**src/rtl/itv_pkg.sv**
```systemverilog
`timescale 1ns/1ps
package itv_pkg;
   // register addresses
   localparam int unsigned REG_PERIOD = 0;
   localparam int unsigned REG_MODE   = 1;
   localparam int unsigned REG_CTRL   = 2;
   localparam int unsigned REG_OUT    = 3;
   localparam int unsigned REG_COUNT  = 4;
   localparam int unsigned MIN_ADDR_W = 3;

   // bit positions inside registers
   localparam int unsigned CTRL_START = 0;
   localparam int unsigned CTRL_STOP  = 1;
   localparam int unsigned CTRL_RUN   = 2;
   localparam int unsigned OUT_LVL    = 0;
   localparam int unsigned OUT_EN     = 1;

   typedef struct packed {
      logic out_inv;    // bit1: invert pin while toggling
      logic start_evt;  // bit0: interrupt/toggle at start strobe
   } mode_t;
endpackage

```
**src/rtl/itv_regs.sv**
```systemverilog
`timescale 1ns/1ps
module itv_regs
   import itv_pkg::*;
#(
   parameter int unsigned CNT_W  = 16,
   parameter int unsigned DATA_W = 16,
   parameter int unsigned ADDR_W = 3
) (
   input  logic              clk,
   input  logic              rst_n,
   input  logic              bus_wr,
   input  logic [ADDR_W-1:0] bus_addr,
   input  logic [DATA_W-1:0] bus_wdata,
   input  logic              running,
   input  logic [CNT_W-1:0]  cnt_val,
   input  logic              out_q,
   output logic [CNT_W-1:0]  period_q,
   output mode_t             mode_q,
   output logic              out_en_q,
   output logic              start_p,
   output logic              stop_p,
   output logic              lvl_load,
   output logic              lvl_val,
   output logic [DATA_W-1:0] bus_rdata
);
   localparam logic [ADDR_W-1:0] A_PERIOD = ADDR_W'(REG_PERIOD);
   localparam logic [ADDR_W-1:0] A_MODE   = ADDR_W'(REG_MODE);
   localparam logic [ADDR_W-1:0] A_CTRL   = ADDR_W'(REG_CTRL);
   localparam logic [ADDR_W-1:0] A_OUT    = ADDR_W'(REG_OUT);
   localparam logic [ADDR_W-1:0] A_COUNT  = ADDR_W'(REG_COUNT);

   logic wr_period, wr_mode, wr_ctrl, wr_out;

   assign wr_period = bus_wr && (bus_addr == A_PERIOD);
   assign wr_mode   = bus_wr && (bus_addr == A_MODE);
   assign wr_ctrl   = bus_wr && (bus_addr == A_CTRL);
   assign wr_out    = bus_wr && (bus_addr == A_OUT);

   // trigger bits are never stored, so they read back as zero
   assign stop_p   = wr_ctrl && bus_wdata[CTRL_STOP];
   assign start_p  = wr_ctrl && bus_wdata[CTRL_START] && !bus_wdata[CTRL_STOP];
   assign lvl_load = wr_out && !bus_wdata[OUT_EN];
   assign lvl_val  = bus_wdata[OUT_LVL];

   always_ff @(posedge clk or negedge rst_n) begin
      if (!rst_n) begin
         period_q <= '0;
         mode_q   <= '0;
         out_en_q <= 1'b0;
      end else begin
         if (wr_period) begin
            period_q <= bus_wdata[CNT_W-1:0];
         end
         if (wr_mode && !running) begin
            mode_q <= mode_t'(bus_wdata[1:0]);
         end
         if (wr_out) begin
            out_en_q <= bus_wdata[OUT_EN];
         end
      end
   end

   always_comb begin
      bus_rdata = '0;
      case (bus_addr)
         A_PERIOD: bus_rdata[CNT_W-1:0] = period_q;
         A_MODE:   bus_rdata[1:0]       = mode_q;
         A_CTRL:   bus_rdata[CTRL_RUN]  = running;
         A_OUT: begin
            bus_rdata[OUT_LVL] = out_q;
            bus_rdata[OUT_EN]  = out_en_q;
         end
         A_COUNT:  bus_rdata[CNT_W-1:0] = cnt_val;
         default:  bus_rdata = '0;
      endcase
   end
endmodule

```
**src/rtl/itv_core.sv**
```systemverilog
`timescale 1ns/1ps
module itv_core #(
   parameter int unsigned CNT_W = 16
) (
   input  logic             clk,
   input  logic             rst_n,
   input  logic             cnt_tick,
   input  logic             start_p,
   input  logic             stop_p,
   input  logic [CNT_W-1:0] period_q,
   input  logic             start_evt,
   output logic             run_q,
   output logic [CNT_W-1:0] cnt_q,
   output logic             evt
);
   localparam logic [CNT_W-1:0] ONE = CNT_W'(1);

   logic arm_q;
   logic step;
   logic at_zero;

   assign step    = run_q && cnt_tick;
   assign at_zero = (cnt_q == '0);
   assign evt     = step && (arm_q ? start_evt : at_zero);

   always_ff @(posedge clk or negedge rst_n) begin
      if (!rst_n) begin
         run_q <= 1'b0;
         arm_q <= 1'b0;
         cnt_q <= '0;
      end else begin
         if (step) begin
            cnt_q <= (arm_q || at_zero) ? period_q : (cnt_q - ONE);
            arm_q <= 1'b0;
         end
         if (stop_p) begin
            run_q <= 1'b0;
         end else if (start_p) begin
            run_q <= 1'b1;
            arm_q <= 1'b1;
         end
      end
   end
endmodule

```
**src/rtl/itv_outgen.sv**
```systemverilog
`timescale 1ns/1ps
module itv_outgen #(
   parameter bit HAS_INVERT = 1'b1,
   parameter bit OUT_INIT   = 1'b0
) (
   input  logic clk,
   input  logic rst_n,
   input  logic evt,
   input  logic out_en,
   input  logic lvl_load,
   input  logic lvl_val,
   input  logic invert,
   output logic out_q,
   output logic tmr_out
);
   logic pol;

   generate
      if (HAS_INVERT) begin : g_inv
         assign pol = invert && out_en;
      end else begin : g_noinv
         assign pol = 1'b0;
      end
   endgenerate

   always_ff @(posedge clk or negedge rst_n) begin
      if (!rst_n) begin
         out_q <= OUT_INIT;
      end else if (lvl_load) begin
         out_q <= lvl_val;
      end else if (evt && out_en) begin
         out_q <= !out_q;
      end
   end

   assign tmr_out = out_q ^ pol;
endmodule

```
**src/rtl/itv_chan.sv**
```systemverilog
`timescale 1ns/1ps
module itv_chan
   import itv_pkg::*;
#(
   parameter int unsigned CNT_W      = 16,
   parameter int unsigned DATA_W     = 16,
   parameter int unsigned ADDR_W     = 3,
   parameter bit          HAS_INVERT = 1'b1,
   parameter bit          OUT_INIT   = 1'b0
) (
   input  logic              clk,
   input  logic              rst_n,
   input  logic              cnt_tick,
   input  logic              bus_wr,
   input  logic [ADDR_W-1:0] bus_addr,
   input  logic [DATA_W-1:0] bus_wdata,
   output logic [DATA_W-1:0] bus_rdata,
   output logic              irq,
   output logic              tmr_out,
   output logic              running
);
   generate
      if (DATA_W < CNT_W) begin : g_bad_data
         $error("itv_chan: DATA_W must hold the whole counter");
      end
      if (ADDR_W < MIN_ADDR_W) begin : g_bad_addr
         $error("itv_chan: ADDR_W too narrow for the register map");
      end
      if (CNT_W < 2) begin : g_bad_cnt
         $error("itv_chan: CNT_W must be at least 2");
      end
   endgenerate

   logic [CNT_W-1:0] period_q;
   logic [CNT_W-1:0] cnt_val;
   mode_t            mode_q;
   logic             out_en_q, start_p, stop_p, lvl_load, lvl_val;
   logic             out_q, evt;

   itv_regs #(.CNT_W(CNT_W), .DATA_W(DATA_W), .ADDR_W(ADDR_W)) u_regs (
      .clk      (clk),
      .rst_n    (rst_n),
      .bus_wr   (bus_wr),
      .bus_addr (bus_addr),
      .bus_wdata(bus_wdata),
      .running  (running),
      .cnt_val  (cnt_val),
      .out_q    (out_q),
      .period_q (period_q),
      .mode_q   (mode_q),
      .out_en_q (out_en_q),
      .start_p  (start_p),
      .stop_p   (stop_p),
      .lvl_load (lvl_load),
      .lvl_val  (lvl_val),
      .bus_rdata(bus_rdata)
   );

   itv_core #(.CNT_W(CNT_W)) u_core (
      .clk      (clk),
      .rst_n    (rst_n),
      .cnt_tick (cnt_tick),
      .start_p  (start_p),
      .stop_p   (stop_p),
      .period_q (period_q),
      .start_evt(mode_q.start_evt),
      .run_q    (running),
      .cnt_q    (cnt_val),
      .evt      (evt)
   );

   itv_outgen #(.HAS_INVERT(HAS_INVERT), .OUT_INIT(OUT_INIT)) u_out (
      .clk     (clk),
      .rst_n   (rst_n),
      .evt     (evt),
      .out_en  (out_en_q),
      .lvl_load(lvl_load),
      .lvl_val (lvl_val),
      .invert  (mode_q.out_inv),
      .out_q   (out_q),
      .tmr_out (tmr_out)
   );

   assign irq = evt;
endmodule

```
**config.mk**
```make
export PLATFORM = sky130hd
export DESIGN_NAME = itv_chan
export DESIGN_NICKNAME = d
export VERILOG_FILES = /design/src/rtl/itv_pkg.sv /design/src/rtl/itv_regs.sv /design/src/rtl/itv_core.sv /design/src/rtl/itv_outgen.sv /design/src/rtl/itv_chan.sv
export SDC_FILE = /design/constraint.sdc
export NUM_CORES = 1
export LEC_CHECK = 0
export BUFFER_PORTS_ARGS = -buffer_cell sky130_fd_sc_hd__buf_2
export CORE_MARGIN = 1.5
export CORE_UTILIZATION = 58
export CTS_BUF_LIST = sky130_fd_sc_hd__clkbuf_8
export CTS_CLUSTER_SIZE = 16
export DETAILED_ROUTE_END_ITERATION = 8
export PLACE_DENSITY = 0.83
export SETUP_SLACK_MARGIN = 0.05
export SYNTH_ARGS = -nofsm -noshare
export SYNTH_HDL_FRONTEND = slang
export SYNTH_SLANG_ARGS = --single-unit
```
**constraint.sdc**
```tcl
create_clock -name clk -period 2.6 [get_ports clk]
set_input_delay 0.39 -clock clk [delete_from_list [all_inputs] [get_ports clk]]
set_output_delay 0.39 -clock clk [all_outputs]
set_load 0.01 [all_outputs]
```
# After elaboration in Yosys (flattened, before gate mapping)
# Cells that the tools add are included.
# Widths: inputs -> output; s select.
# totals
ff_bits,38
inputBits,23
out_inout_bits,19
word_cells,47
# classes
n_addsub,1
eq_ne,4
mux,12
n_bitwise,1
reduce_logical,21
# op_table
op,n
$pmux 13 s2,1
$logic_not 16->1,1
$mux 16,1
$sub 16x1->16 const B,1
$logic_and 1x1->1,13
$mux 1,8
$pmux 2 s4,1
$eq 3x2->1 const B,2
$reduce_bool 2->1,2
$eq 3x1->1 const B,1
$eq 3x3->1 const B,1
$logic_not 1->1,3
$logic_not 3->1,1
$pmux 1 s3,1
$logic_or 1x1->1,1
$xor 1x1->1,1

# Depth between registers and ports, before layout
# logic_depth
ltp_word,6
depth_mapped,8
mapped_depth_nobuf,7

# Cells and area by module
# From an unflattened synthesis, not the netlist that was laid out.
# hier_totals
cells_unflattened,236
hier_area_um2,2368.5
# by_module_without_submodules
mod,instances,cells_each,area_per_inst_um2,seq_area_each_um2
itv_regs,1,96,1158.6,475.5
itv_core,1,133,1138.6,450.4
itv_outgen,1,7,71.3,25.0

# Least setup slack after synthesis
# No wires, ideal clock.
# synth_path
path_kind,reg-to-output
start,reg u_core.cnt_q[8]
end,out irq
arrival_ns,1.690
required_time_ns,2.210
setup_slack_ns,0.520
stages_incl_launch_ff,6
path_buffers,1
path_cell_list,dfrtp_1 or3_2 nor2_1 a21oi_1 clkbuf_1 nor3_1
# synth_between
elab_chain_cells,3
# synth_rtl
element,line_no,text
from (decl),itv_core.sv:13,"output logic [CNT_W-1:0] cnt_q,"
from (signal assigned),itv_core.sv:33,cnt_q <= (arm_q || at_zero) ? period_q : (cnt_q - ONE);
$logic_not 16->1,itv_core.sv:23,assign at_zero = (cnt_q == '0);
$mux 1,itv_core.sv:24,assign evt = step && (arm_q ? start_evt : at_zero);
$logic_and 1x1->1,itv_core.sv:24,
to (decl),itv_chan.sv:18,"output logic irq,"
# No other way between the ends.

# Worst setup path after layout
# Same ends and word-level chain as after synthesis.

==> impl_metrics.json <==
{
  "status": "finished clean",
  "drive_gt1_share_pct": 31.1,
  "numCtsBuffers": 5,
  "ios": 42,
  "hold_viol_final": 0,
  "final_max_slew_viol_count": 0,
  "ys_ff_latch": 38,
  "grt_pass1_wl_mm": 9.23,
  "avgSynthCellArea_um2": 9.48,
  "setup_slack_ns": 0.209,
  "antenna_found_initial": 0,
  "drcViolationCount": 0,
  "crit_path_end_kind": "output pin",
  "port_buffers": 41,
  "synth_top_family_by_area": "multiplexers",
  "ys_warn_count": 0,
  "post_cts_buffers": 0,
  "slowest_stage": "or3_2",
  "globalRouteOverflowTotal": 0,
  "setup_viol": 0,
  "worst-path-buf-inv": 1,
  "synth-adder-area-share_pct": 1.09,
  "areaGrowthSynthToFinish_pct": 17.4,
  "max_freq_mhz": 418,
  "synth_ff_type": "dfrtp_1",
  "die-height_um": 66.0,
  "grt_max_degree": 39,
  "dp_slack_ns": 0.490,
  "fp.dieArea_um2": 4360,
  "yosys.area_share.xor_xnor_pct": 0.760,
  "cap_violations": 0,
  "fin_tns_setup_ns": 0,
  "start_util_pct": 61.5,
  "synth_compound_area_share_pct": 13.5,
  "cp.required_ns": 2.21,
  "cp-start-kind": "register",
  "gp_congestion": 0.861,
  "coreArea_um2": 3740,
  "yosysSeqAreaShare_pct": 41.3,
  "clockBufferDepth": 2,
  "critPathTopFamily": "simple AND/OR/NAND/NOR gates",
  "cp_cell_sequence": "or3_2 -> nor2_1 -> a21oi_2 -> nor3_1 -> buf_2",
  "relSlewSlack_pct": 43.7,
  "yosys.area_share.simple_pct": 18.2,
  "leakagePower_nw": 1.25,
  "path_clk_slew_ns": 0.08,
  "placed_cells": 326,
  "nets": 310,
  "clock_latency_ns": 0.29,
  "crit_type": "reg2out",
  "worst_pin_slew_ns": 0.844,
  "min_period_over_period_pct": 91.9,
  "wire_per_inst_um": 15.7,
  "synth_cell_types": 46,
  "synth_cells": 243,
  "drt_iter0_markers": 180,
  "grt_pass1_vias": 1980,
  "p_per_area_nw_per_um2": 823,
  "synthMuxAreaShare_pct": 19.8,
  "cp_max_fo": 5,
  "rsz0062_at_grt": "false",
  "viasPerCell": 6.04,
  "synth-async-reset-ratio_pct": 100,
  "netlist_area_um2": 2300,
  "cts.sinks": 38,
  "htree_levels": 2,
  "firstDrtPassIters": 4,
  "final.min_clock_period_ns": 2.39,
  "num_rows": 22,
  "root_buffer": "clkbuf_8",
  "die_x_um": 66.0,
  "diodes": 0,
  "ant_nets": 0,
  "drt_wl_total_mm": 5.25,
  "grt_use_total_pct": 27.6,
  "cts_tree": "done",
  "hp-class": "in2async",
  "syn_nets": 268,
  "final_cells": 334,
  "vias": 2017,
  "cpPeakStageDelay_ns": 0.56,
  "skew_ns": 0.00805,
  "hpwlAfterDp_mm": 3.69,
  "synth_edf_count": 0,
  "arrival_ns": 2.00,
  "ir_worst_vdd_v": 0.000554
}
[state kept, by name, indices dropped and copies added (netlist names)]
signal / count
u_regs.out_en_q: 1
u_regs.period_q: 16
u_out.out_q: 1
u_regs.mode_q: 2
u_core.arm_q: 1
u_core.run_q: 1
u_core.cnt_q: 16
[path summary, 6_finish.rpt]
kind                                                      start                               to  slack, ns  cells after the start
min in group clk                                  bus_wdata[11]  u_regs.period_q[11]$_DFFE_PN0P_       0.33                      2
worst min register to register  u_regs.period_q[11]$_DFFE_PN0P_  u_regs.period_q[11]$_DFFE_PN0P_       0.54                      1
worst max-delay path                u_core.cnt_q[8]$_DFFE_PN0P_                              irq       0.21                      5
max in group asynchronous                                 rst_n      u_core.cnt_q[7]$_DFFE_PN0P_       1.86                      1
worst min-delay path                                      rst_n      u_core.cnt_q[1]$_DFFE_PN0P_       0.20                      1
worst max register to register      u_core.cnt_q[0]$_DFFE_PN0P_     u_core.cnt_q[14]$_DFFE_PN0P_       0.48                      7
[metal layers]
metal | global-route usage, % | up-vias | part of all wire (%)
met1 | 36.7 | 991 | 45
met5 | 0 | - | 0
met2 | 44.6 | 62 | 49
met4 | 9.18 | 0 | 1.9
met3 | 6.13 | 12 | 4.8
li1 | - | 952 | -
[final cells by class]
type | instances | area, um^2
Inverter | 11 | 41.3
Timing Repair Buffer | 50 | 273
Clock buffer | 6 | 82.6
Tap cell | 48 | 60.1
Fill cell | 309 | 1040
Multi-Input combinational cell | 179 | 1240
Clock inverter | 2 | 60.1
Sequential cell | 38 | 951
[layout by cell type, fill, tap and decap left out, types with 3 or more instances in the layout]
cell       count
dfrtp_1       38
o21ai_0        8
o211ai_1       4
nand2_1       25
mux2_2        20
nor3_1         5
nor2_1        27
mux2i_1       23
a2bb2oi_1     10
a21oi_1       12
o32ai_1        3
clkbuf_8       6
nand4_1        3
buf_2         41
inv_1         11
buf_4          9
nand3_1        6
[cells in the mapped netlist, types with 3 or more instances]
library cell | count | area, um^2
dfrtp_1 | 38 | 951
nor2_1 | 27 | 101
nand2_1 | 25 | 93.8
mux2i_1 | 23 | 230
mux2_2 | 20 | 225
a21oi_1 | 13 | 65.1
inv_1 | 11 | 41.3
a2bb2oi_1 | 10 | 87.6
clkbuf_1 | 9 | 33.8
o21ai_0 | 8 | 40.0
nand3_1 | 6 | 30.0
nor3_1 | 5 | 25.0
o211ai_1 | 4 | 30.0
nand4_1 | 3 | 18.8
o32ai_1 | 3 | 26.3
[logic make-up after synthesis]
logic type               count (synthesis)
AO/OA/AOI/OAI                           46
adder cells (fa/ha/maj)                  2
flip-flops                              38
AND/OR/NAND/NOR                         86
multiplexers                            43
XOR/XNOR                                 2
buffers and inverters                   26
[per-stage QoR]
| step | utilization [%] | hold slack (ns) | total power [mW] | cell area (um^2) |
|---|---|---|---|---|
| global route | 72.3 | 0.268 | 2.36 | 2710 |
| CTS | 72.1 | 0.225 | 2.22 | 2700 |
| detailed placement | 68.3 | 0.520 | 1.60 | 2560 |
| floorplan | - | 0.0944 | 1.39 | 2300 |
| global placement | 68.3 | 0.519 | 1.57 | 2560 |
| finish | 72.3 | 0.203 | 2.23 | 2710 |
[report_power, final]
part           leakage, nW  internal (mW)  switching (mW)
sequential           0.444          0.770           0.209
clock               0.0714          0.409           0.212
combinational        0.736          0.319           0.305
total                 1.25           1.50           0.727
[repair_timing]
action | 4_1_cts | 5_1_grt
hold buffers | 0 | 0
gates resized for setup | 0 | 1
setup endpoints to repair | 0 | 1
Note: power is estimated with default switching activity, not from simulation.
